--- src/rtl/dual_wiper_i2c.sv ---
module dual_wiper_i2c #(
  parameter int          NUM_CH     = 2,
  parameter int          FILT_LEN   = 3,
  parameter logic [4:0]  DEV_PREFIX = 5'b01011,
  parameter logic [7:0]  MID_CODE   = 8'h80
) (
  input  logic              clk,
  input  logic              rst_n,
  input  logic              scl_i,
  input  logic              sda_i,
  output logic              sda_oe,
  input  logic [1:0]        addr_strap,
  input  logic              shdn_n,
  output logic [7:0]        wiper0,
  output logic [7:0]        wiper1,
  output logic [1:0]        gpo,
  output logic [NUM_CH-1:0] a_open,
  output logic [NUM_CH-1:0] w_to_b
);
  localparam int FW = $clog2(FILT_LEN + 1);

  typedef enum logic [2:0] {S_IDLE, S_ADDR, S_CMD, S_WR, S_RD} st_t;

  logic [1:0] raw, flt, flt_q;
  assign raw = {scl_i, sda_i};

  generate
    for (genvar g = 0; g < 2; g++) begin : g_line
      logic m1, m2, f;
      logic [FW-1:0] cnt;
      always_ff @(posedge clk or negedge rst_n)
        if (!rst_n) begin
          m1 <= 1'b1; m2 <= 1'b1; f <= 1'b1; cnt <= '0;
        end else begin
          m1 <= raw[g];
          m2 <= m1;
          if (m2 != f) begin
            if (cnt == FW'(FILT_LEN - 1)) begin
              f   <= m2;
              cnt <= '0;
            end else cnt <= cnt + FW'(1);
          end else cnt <= '0;
        end
      assign flt[g] = f;
    end
  endgenerate

  logic scl, sda, scl_q, sda_q;
  assign {scl, sda}     = flt;
  assign {scl_q, sda_q} = flt_q;

  logic scl_rise, scl_fall, start_c, stop_c;
  assign scl_rise = scl & ~scl_q;
  assign scl_fall = ~scl & scl_q;
  assign start_c  = scl & scl_q & sda_q & ~sda;
  assign stop_c   = scl & scl_q & ~sda_q & sda;

  st_t        st;
  logic [3:0] bitcnt;
  logic [7:0] shreg, rdbyte;
  logic       rw, nack, sel, sd_bit;
  logic [7:0] wip [2];

  logic       addr_hit, csel;
  logic [7:0] cur;
  assign addr_hit = shreg[7:1] == {DEV_PREFIX, addr_strap};
  assign csel     = (NUM_CH > 1) ? shreg[7] : 1'b0;
  assign cur      = wip[sel];
  assign wiper0   = wip[0];
  assign wiper1   = wip[1];

  always_ff @(posedge clk or negedge rst_n)
    if (!rst_n) begin
      flt_q  <= 2'b11;
      st     <= S_IDLE;
      bitcnt <= '0;
      shreg  <= '0;
      rdbyte <= '0;
      rw     <= 1'b0;
      nack   <= 1'b0;
      sel    <= 1'b0;
      sd_bit <= 1'b0;
      gpo    <= '0;
      sda_oe <= 1'b0;
      wip[0] <= MID_CODE;
      wip[1] <= MID_CODE;
    end else begin
      flt_q <= flt;
      if (start_c) begin
        st <= S_ADDR; bitcnt <= '0; sda_oe <= 1'b0;
      end else if (stop_c) begin
        st <= S_IDLE; bitcnt <= '0; sda_oe <= 1'b0;
      end else if (st != S_IDLE) begin
        if (scl_rise) begin
          bitcnt <= bitcnt + 4'd1;
          if (bitcnt < 4'd8) shreg <= {shreg[6:0], sda};
          else               nack  <= sda;
        end
        if (scl_fall) begin
          if (bitcnt == 4'd8) begin
            case (st)
              S_ADDR: if (addr_hit) begin sda_oe <= 1'b1; rw <= shreg[0]; end
                      else st <= S_IDLE;
              S_CMD: begin
                sel    <= csel;
                if (shreg[6]) wip[csel] <= MID_CODE;
                sd_bit <= shreg[5];
                gpo    <= shreg[4:3];
                sda_oe <= 1'b1;
              end
              S_WR:    begin wip[sel] <= shreg; sda_oe <= 1'b1; end
              default: sda_oe <= 1'b0;
            endcase
          end else if (bitcnt == 4'd9) begin
            bitcnt <= '0;
            case (st)
              S_ADDR:
                if (rw) begin st <= S_RD; rdbyte <= cur; sda_oe <= ~cur[7]; end
                else    begin st <= S_CMD; sda_oe <= 1'b0; end
              S_RD:
                if (nack) begin st <= S_IDLE; sda_oe <= 1'b0; end
                else      begin rdbyte <= cur; sda_oe <= ~cur[7]; end
              default: begin st <= S_WR; sda_oe <= 1'b0; end
            endcase
          end else if (st == S_RD && bitcnt != 4'd0) begin
            sda_oe <= ~rdbyte[3'd7 - bitcnt[2:0]];
          end
        end
      end
    end

  logic sd_all;
  assign sd_all = ~shdn_n | sd_bit;
  generate
    for (genvar c = 0; c < NUM_CH; c++) begin : g_ch
      assign a_open[c] = sd_all;
      assign w_to_b[c] = sd_all;
    end
  endgenerate

  a_r1_nack_foreign: assert property (@(posedge clk) disable iff (!rst_n)
    (st == S_ADDR && scl_fall && bitcnt == 4'd8 && !addr_hit) |=> !sda_oe);
  a_r4_wiper_moves_on_fall: assert property (@(posedge clk) disable iff (!rst_n)
    !scl_fall |=> ($stable(wiper0) && $stable(wiper1)));
  a_r8_gpo_moves_on_fall: assert property (@(posedge clk) disable iff (!rst_n)
    !scl_fall |=> $stable(gpo));
  a_r9_drive_in_low: assert property (@(posedge clk) disable iff (!rst_n)
    $rose(sda_oe) |-> !scl);
  a_r9_release_on_stop: assert property (@(posedge clk) disable iff (!rst_n)
    stop_c |=> !sda_oe);
endmodule

--- config.mk ---
export PLATFORM = sky130hd
export DESIGN_NAME = dual_wiper_i2c
export DESIGN_NICKNAME = d
export VERILOG_FILES = /design/src/rtl/dual_wiper_i2c.sv
export SDC_FILE = /design/constraint.sdc
export NUM_CORES = 1
export LEC_CHECK = 0
export BUFFER_PORTS_ARGS = -buffer_cell sky130_fd_sc_hd__buf_2
export CAP_MARGIN = 30
export CORE_MARGIN = 2
export CORE_UTILIZATION = 30
export CTS_BUF_LIST = sky130_fd_sc_hd__clkbuf_8
export DETAILED_ROUTE_END_ITERATION = 10
export GPL_TIMING_DRIVEN = 0
export SLEW_MARGIN = 20
export SYNTH_ARGS = -nofsm -noshare
export SYNTH_HDL_FRONTEND = slang
export SYNTH_SLANG_ARGS = --single-unit
--- constraint.sdc ---
create_clock -name clk -period 2.4 [get_ports clk]
set_clock_uncertainty 0.15 [all_clocks]
set_input_delay 0.6 -clock clk [delete_from_list [all_inputs] [get_ports clk]]
set_output_delay 0.6 -clock clk [all_outputs]
set_load 0.03 [all_outputs]
==> results of run 1 <==
==> logic make-up after synthesis <==
kind of cell               after synthesis  share of synthesized area [%]
and+or+nand+nor                         76                           15.9
DFF                                     58                           51.8
AOI/OAI and AO/OA                       47                           12.1
muxes                                   29                           12.1
buffers and inverters                   19                           4.25
xor gates and xnor gates                 8                           2.48
adders and majority gates                3                           1.33
==> cells in the mapped netlist, types with 2 or more instances <==
cell type,instances,share of area (%)
nor2_1,11,1.5
dfstp_2,10,9.3
a211oi_1,2,0.53
o211ai_1,2,0.53
nor3b_2,2,0.89
o21ai_0,5,0.89
buf_4,6,1.6
mux2_2,16,6.4
o22ai_1,3,0.66
buf_2,3,0.53
o21ai_2,3,0.93
xor2_1,5,1.6
dfrtp_1,48,43
mux2i_1,10,3.5
ha_1,3,1.3
nand2_1,24,3.2
nand3_1,3,0.53
o21bai_1,2,0.53
buf_6,3,1.2
o32ai_1,2,0.62
mux4_2,2,1.6
a22o_1,14,4.3
clkbuf_1,3,0.40
nor3_2,2,0.71
nand4b_1,2,0.62
nor3_1,6,1.1
nor3b_1,3,0.80
o21ai_1,4,0.71
a21oi_1,5,0.89
nand4_1,3,0.66
inv_1,3,0.40
nand2b_1,4,0.89
nor2b_1,5,1.1
xnor2_1,3,0.93
==> worst min path at each step <==
stage | startpoint | endpoint | depth (start not counted)
after global placement | g_line[1].m1 | g_line[1].m2 | 0
after floorplan | rst_n | bitcnt[0] | 0
final | rst_n | gpo[0] | 1
after detailed placement | g_line[0].m1 | g_line[0].m2 | 0
after global routing | scl_i | g_line[1].m1 | 1
after CTS | rst_n | g_line[1].cnt[0] | 1
==> metrics by stage <==
step,cells,setup TNS (ps),power (mW),util (%)
finish,399,0,3.49,36.4
global route,399,0,3.71,36.4
CTS,396,0,3.44,35.8
detailed placement,380,-44.6,2.56,33.8
global placement,380,-34.4,2.54,33.8
floorplan,240,0,2.29,-
==> layout make-up <==
cell class	instances	area [sq um]
Fill cell	912	5850
Sequential cell	58	1470
Multi-Input combinational cell	163	1260
Timing Repair Buffer	32	183
Tap cell	111	139
Clock buffer	9	124
Buffer	15	105
Clock inverter	7	61.3
Inverter	4	15.0
==> state kept, by name, indices dropped and copies added, names as in the netlist <==
signal and cells:
rdbyte 8, shreg 8, wiper0 8, wiper1 8
bitcnt 4, g_line.cnt 4, st 3, flt_q 2
g_line.f 2, g_line.m1 2, g_line.m2 2, gpo 2
nack 1, rw 1, sd_bit 1, sda_oe 1
sel 1
==> critical path: stages, from the launching register on <==
cell,delay [ps]
dfrtp_2,460
inv_2,110
ha_1,210
nand3b_4,120
a21o_1,220
or4_4,490
buf_6,150
mux2_4,290
==> repair_timing <==
action | in CTS | in global routing
hold buffers | 0 | 0
setup buffers | 0 | 3
endpoints found under the setup margin | 0 | 25
gates resized for setup | 0 | 4
==> routing by layer <==
metal | up-vias | GRT usage, % | part of all wire [%]
li1 | 950 | - | -
met1 | 990 | 16.5 | 47
met2 | 55 | 18.6 | 46
met3 | 10 | 4.79 | 5.3
met4 | 0 | 3.95 | 1.2
met5 | - | 0 | 0
==> power breakdown <==
| group | switching (mW) | total, mW | internal (mW) |
|---|---|---|---|
| Sequential | 0.227 | 1.43 | 1.21 |
| Clock | 0.390 | 0.857 | 0.467 |
| Combinational | 0.623 | 1.20 | 0.574 |
| Total | 1.24 | 3.49 | 2.25 |
==> impl_metrics.tcl, run 1 <==
set metrics [dict create \
    grt_overflow 0 \
    path_class "register to register" \
    timing.final.ws_setup_ps 98.1 \
    cts.sinks 58 \
    fin_nets 293 \
    endpoint "rdbyte[7]" \
    drive_above_1_share_pct 36.1 \
    layout_commonest_cell "dfrtp_1" \
    finalHoldWorstSlack_ps 167 \
    rsz0062_at_grt "no" \
    placed_cell_area_sq_um 3110 \
    min_period_over_period_pct 95.9 \
    wl_microns 6010 \
    syn2layout_area_growth_pct 18.7 \
    ys_ff_latch 58 \
    setup_viol 0 \
    start_kind "register" \
    max_freq_ghz 0.434 \
    io_pins 30 \
    postRouteAntennaNets 0 \
    cts_root_buffer "clkbuf_8" \
    rows 35 \
    clk_pin_slew_ps 60 \
    synthDistinctLibCells 52 \
    syn_area_per_cell_sq_um 11.8 \
    hold_violations 0 \
    floorplan.initialDensity_pct 30.7 \
    crit_start "bitcnt[1]" \
    wl_per_cell_microns 15.1 \
    cp_max_fo 6 \
    gp_congestion 0.892 \
    route.detailed.drc 0 \
    cts_max_level 3 \
    power_leakage_nw 1.53 \
    cts.path.max_buffers 2 \
    synth_edf_count 0 \
    final_area_sq_um 3350 \
    slew_headroom_pct 52.4 \
    async_reset_ff_share_pct 100 \
    worstPathArrival_ps 2380 \
    grt_antenna_before_repair 0 \
    r2r-end "rdbyte[7]" \
    portBuffers 29 \
    placeableCoreArea_sq_um 9200 \
    r2r_cells 7 \
    tightest_slew_ps 714 \
    cts_buffers 9 \
    reg2reg_from "bitcnt[1]" \
    drtPass1Iterations 4 \
    die-height_microns 101 \
    drv_cap 0 \
    dr.first_iter.drc_count 195 \
    r2r_slack_ps 100 \
    synth_nets 250 \
    worst_setup_path_end_kind "register" \
    ys_seq_area_share_pct 51.8 \
    yosys_warnings 0 \
    power_per_cell_area_nw_per_um2 1040 \
    n_antenna_cell 0 \
    syn_inst 240 \
    status "finished, final reports clean" \
    first_global_vias 1980 \
    clk_latency_ps 340 \
    hpwl_microns 4150 \
    grt_usage_pct 12.4 \
    min_period_ps 2300 \
    grt_pass1_wl_microns 9720 \
    synth_top_flop_cell "dfrtp_1" \
    viasPerCell 5.03 \
    finalMaxSlewViolations 0 \
    worstPathRequired_ps 2470 \
    die_area_sq_um 10200 \
    layout_common_cells "47 x dfrtp_1, 31 x buf_2, 24 x nand2_1" \
    grt_max_degree 59 \
    tritoncts "built" \
    hold_path_class "primary input to asynchronous set/reset pin" \
    vdd_drop_max_mv 0.467 \
    die_w_microns 101 \
    netlist_area_sq_um 2820 \
    num_vias 2005 \
    pre_cts_ws_ps -44.6 \
]
No activity file was read; power rests on OpenSTA's default activity.
==> inputs of run 2 (changes only) <==
Settings changed: CORE_MARGIN 2 to unset, GPL_TIMING_DRIVEN 0 to unset.
==> run 2 against run 1 <==
Compared with the run above:
- cell count is 1.8% lower
- total power is 2.3% higher
- worst setup slack better by 42 ps
- sequential power is 6% higher
- wire length is 2.6% lower
- flip-flop and latch count stayed put
- clock power is 20% higher
- critical endpoint is now wiper1[5]
- highest routed layer unchanged
==> impl_metrics.tcl, run 2 (synthesis results as in run 1) <==
set metrics [dict create \
    route.detailed.drc 0 \
    slew_headroom_pct 59.6 \
    power_leakage_nw 1.52 \
    p_clk_share_pct 28.9 \
    crit_chain "buf_4 > nor4b_4 > nand4b_1 > nor2_1 > nand2b_1 > a22o_1" \
    cts.path.max_buffers 2 \
    setup_tns_ps 0 \
    tightest_slew_ps 606 \
    grt_antenna_before_repair 0 \
    wl_microns 5850 \
    worstPathRequired_ps 2470 \
    start_kind "register" \
    swShare_pct 33.9 \
    drive_above_1_share_pct 35.2 \
    critical_path_buf_inv_count 1 \
    portBuffers 29 \
    clk_latency_ps 340 \
    vdd_drop_max_mv 0.559 \
    hold_path_class "primary input to asynchronous set/reset pin" \
    rsz0062_at_grt "no" \
    reg2reg_from "bitcnt[1]" \
    tritoncts "built" \
    grt_max_degree 28 \
    path_class "register to register" \
    cts.sinks 58 \
    total_power_mw 3.57 \
    cp_max_fo 8 \
    syn2layout_area_growth_pct 17.9 \
    drtPass1Iterations 4 \
    min_period_ps 2260 \
    first_global_vias 2035 \
    cp_slowest_cell "nor4b_4" \
    power_per_cell_area_nw_per_um2 1070 \
    cts_root_buffer "clkbuf_8" \
    clk_pin_slew_ps 70 \
    layout_common_cells "48 x dfrtp_1, 29 x buf_2, 23 x nand2_1" \
    cts_buffers 9 \
    worstPathArrival_ps 2330 \
    grt_usage_pct 13.3 \
    cts_resized 0 \
    p_comb_share_pct 28.7 \
    rows 35 \
    grt_pass1_wl_microns 10100 \
    hold_violations 0 \
    viasPerCell 5.07 \
    drv_cap 0 \
    max_freq_ghz 0.443 \
    grt_overflow 0 \
    dr.first_iter.drc_count 80 \
    finalHoldWorstSlack_ps 114 \
    fin_nets 286 \
    num_vias 1988 \
    finalMaxSlewViolations 0 \
    cts_max_level 3 \
    p_seq_share_pct 42.5 \
    r2r_slack_ps 140 \
    wl_per_cell_microns 14.9 \
    cts_hold_buf 0 \
    min_period_over_period_pct 94.2 \
    path_delay_family "simple AND/OR/NAND/NOR gates" \
    layout_commonest_cell "dfrtp_1" \
    die_w_microns 99.0 \
    gp_congestion 0.892 \
    p_int_mw 2.36 \
    die-height_microns 99.0 \
    die_area_sq_um 9800 \
    critPathMaxStageDelay_ps 390 \
    pre_cts_ws_ps 157 \
    post_cts_buffers 0 \
    fillers 942 \
    power_switching_mw 1.21 \
    n_antenna_cell 0 \
    placeableCoreArea_sq_um 9200 \
    timing.final.ws_setup_ps 140 \
    status "finished, final reports clean" \
    worst_setup_path_end_kind "register" \
    postRouteAntennaNets 0 \
    r2r-end "wiper1[5]" \
    floorplan.initialDensity_pct 30.7 \
    r2r_cells 6 \
    setup_viol 0 \
    io_pins 30 \
    hpwl_microns 4200 \
]
-- run 2: changes by cell type in the layout (fill, tap and decap cells not counted), sizes merged --
cell and delta:
buf -4, bufinv +1, clkbuf -1, clkinv -2, clkinvlp -1
-- run 2: worst max-delay path by stage --
stage                     startpoint         to  slack (ps)  depth (start not counted)
final                      bitcnt[1]  wiper1[5]         140                          6
after global routing       bitcnt[1]  wiper1[5]          10                          6
after CTS                  bitcnt[1]  wiper0[0]         130                          6
after detailed placement   bitcnt[1]  wiper0[6]         160                          6
after global placement     bitcnt[1]  wiper0[6]         200                          6
after floorplan            bitcnt[1]  rdbyte[7]         190                          7
-- run 2: layout make-up --
class | instances | area (sq um) | share of cell area [%]
multi-input cells | 163 | 1240 | 37.3
well taps | 111 | 139 | 4.17
clock buffers | 11 | 151 | 4.55
repair buffers | 40 | 240 | 7.22
clock inverters | 5 | 77.6 | 2.33
flip-flops and latches | 58 | 1460 | 44.0
inverters | 4 | 15.0 | 0.451
-- run 2: metal layers --
metal,part of all wire [%],global-route usage [%]
met1,48,17.6
met2,46,20.1
met3,4.5,3.76
met4,1.8,6.20
met5,0,0
-- run 2: power by group through the flow --
| stage | combinational (mW) | sequential, mW | clock (mW) |
|---|---|---|---|
| 2_1_floorplan | 0.899 | 1.39 | 0 |
| 3_3_place_gp | 1.00 | 1.53 | 0 |
| 3_5_place_dp | 1.02 | 1.53 | 0 |
| 4_1_cts | 1.03 | 1.51 | 1.05 |
| 5_1_grt | 1.15 | 1.56 | 1.09 |
| 6_report | 1.02 | 1.51 | 1.03 |
-- run 2: per-stage QoR --
stage                     cell area [sq um]  util, %  cells
after global placement                 3100     33.7    376
after CTS                              3330     36.2    392
after floorplan                        2820        -    240
after global routing                   3330     36.2    392
final                                  3330     36.2    392
after detailed placement               3100     33.7    376
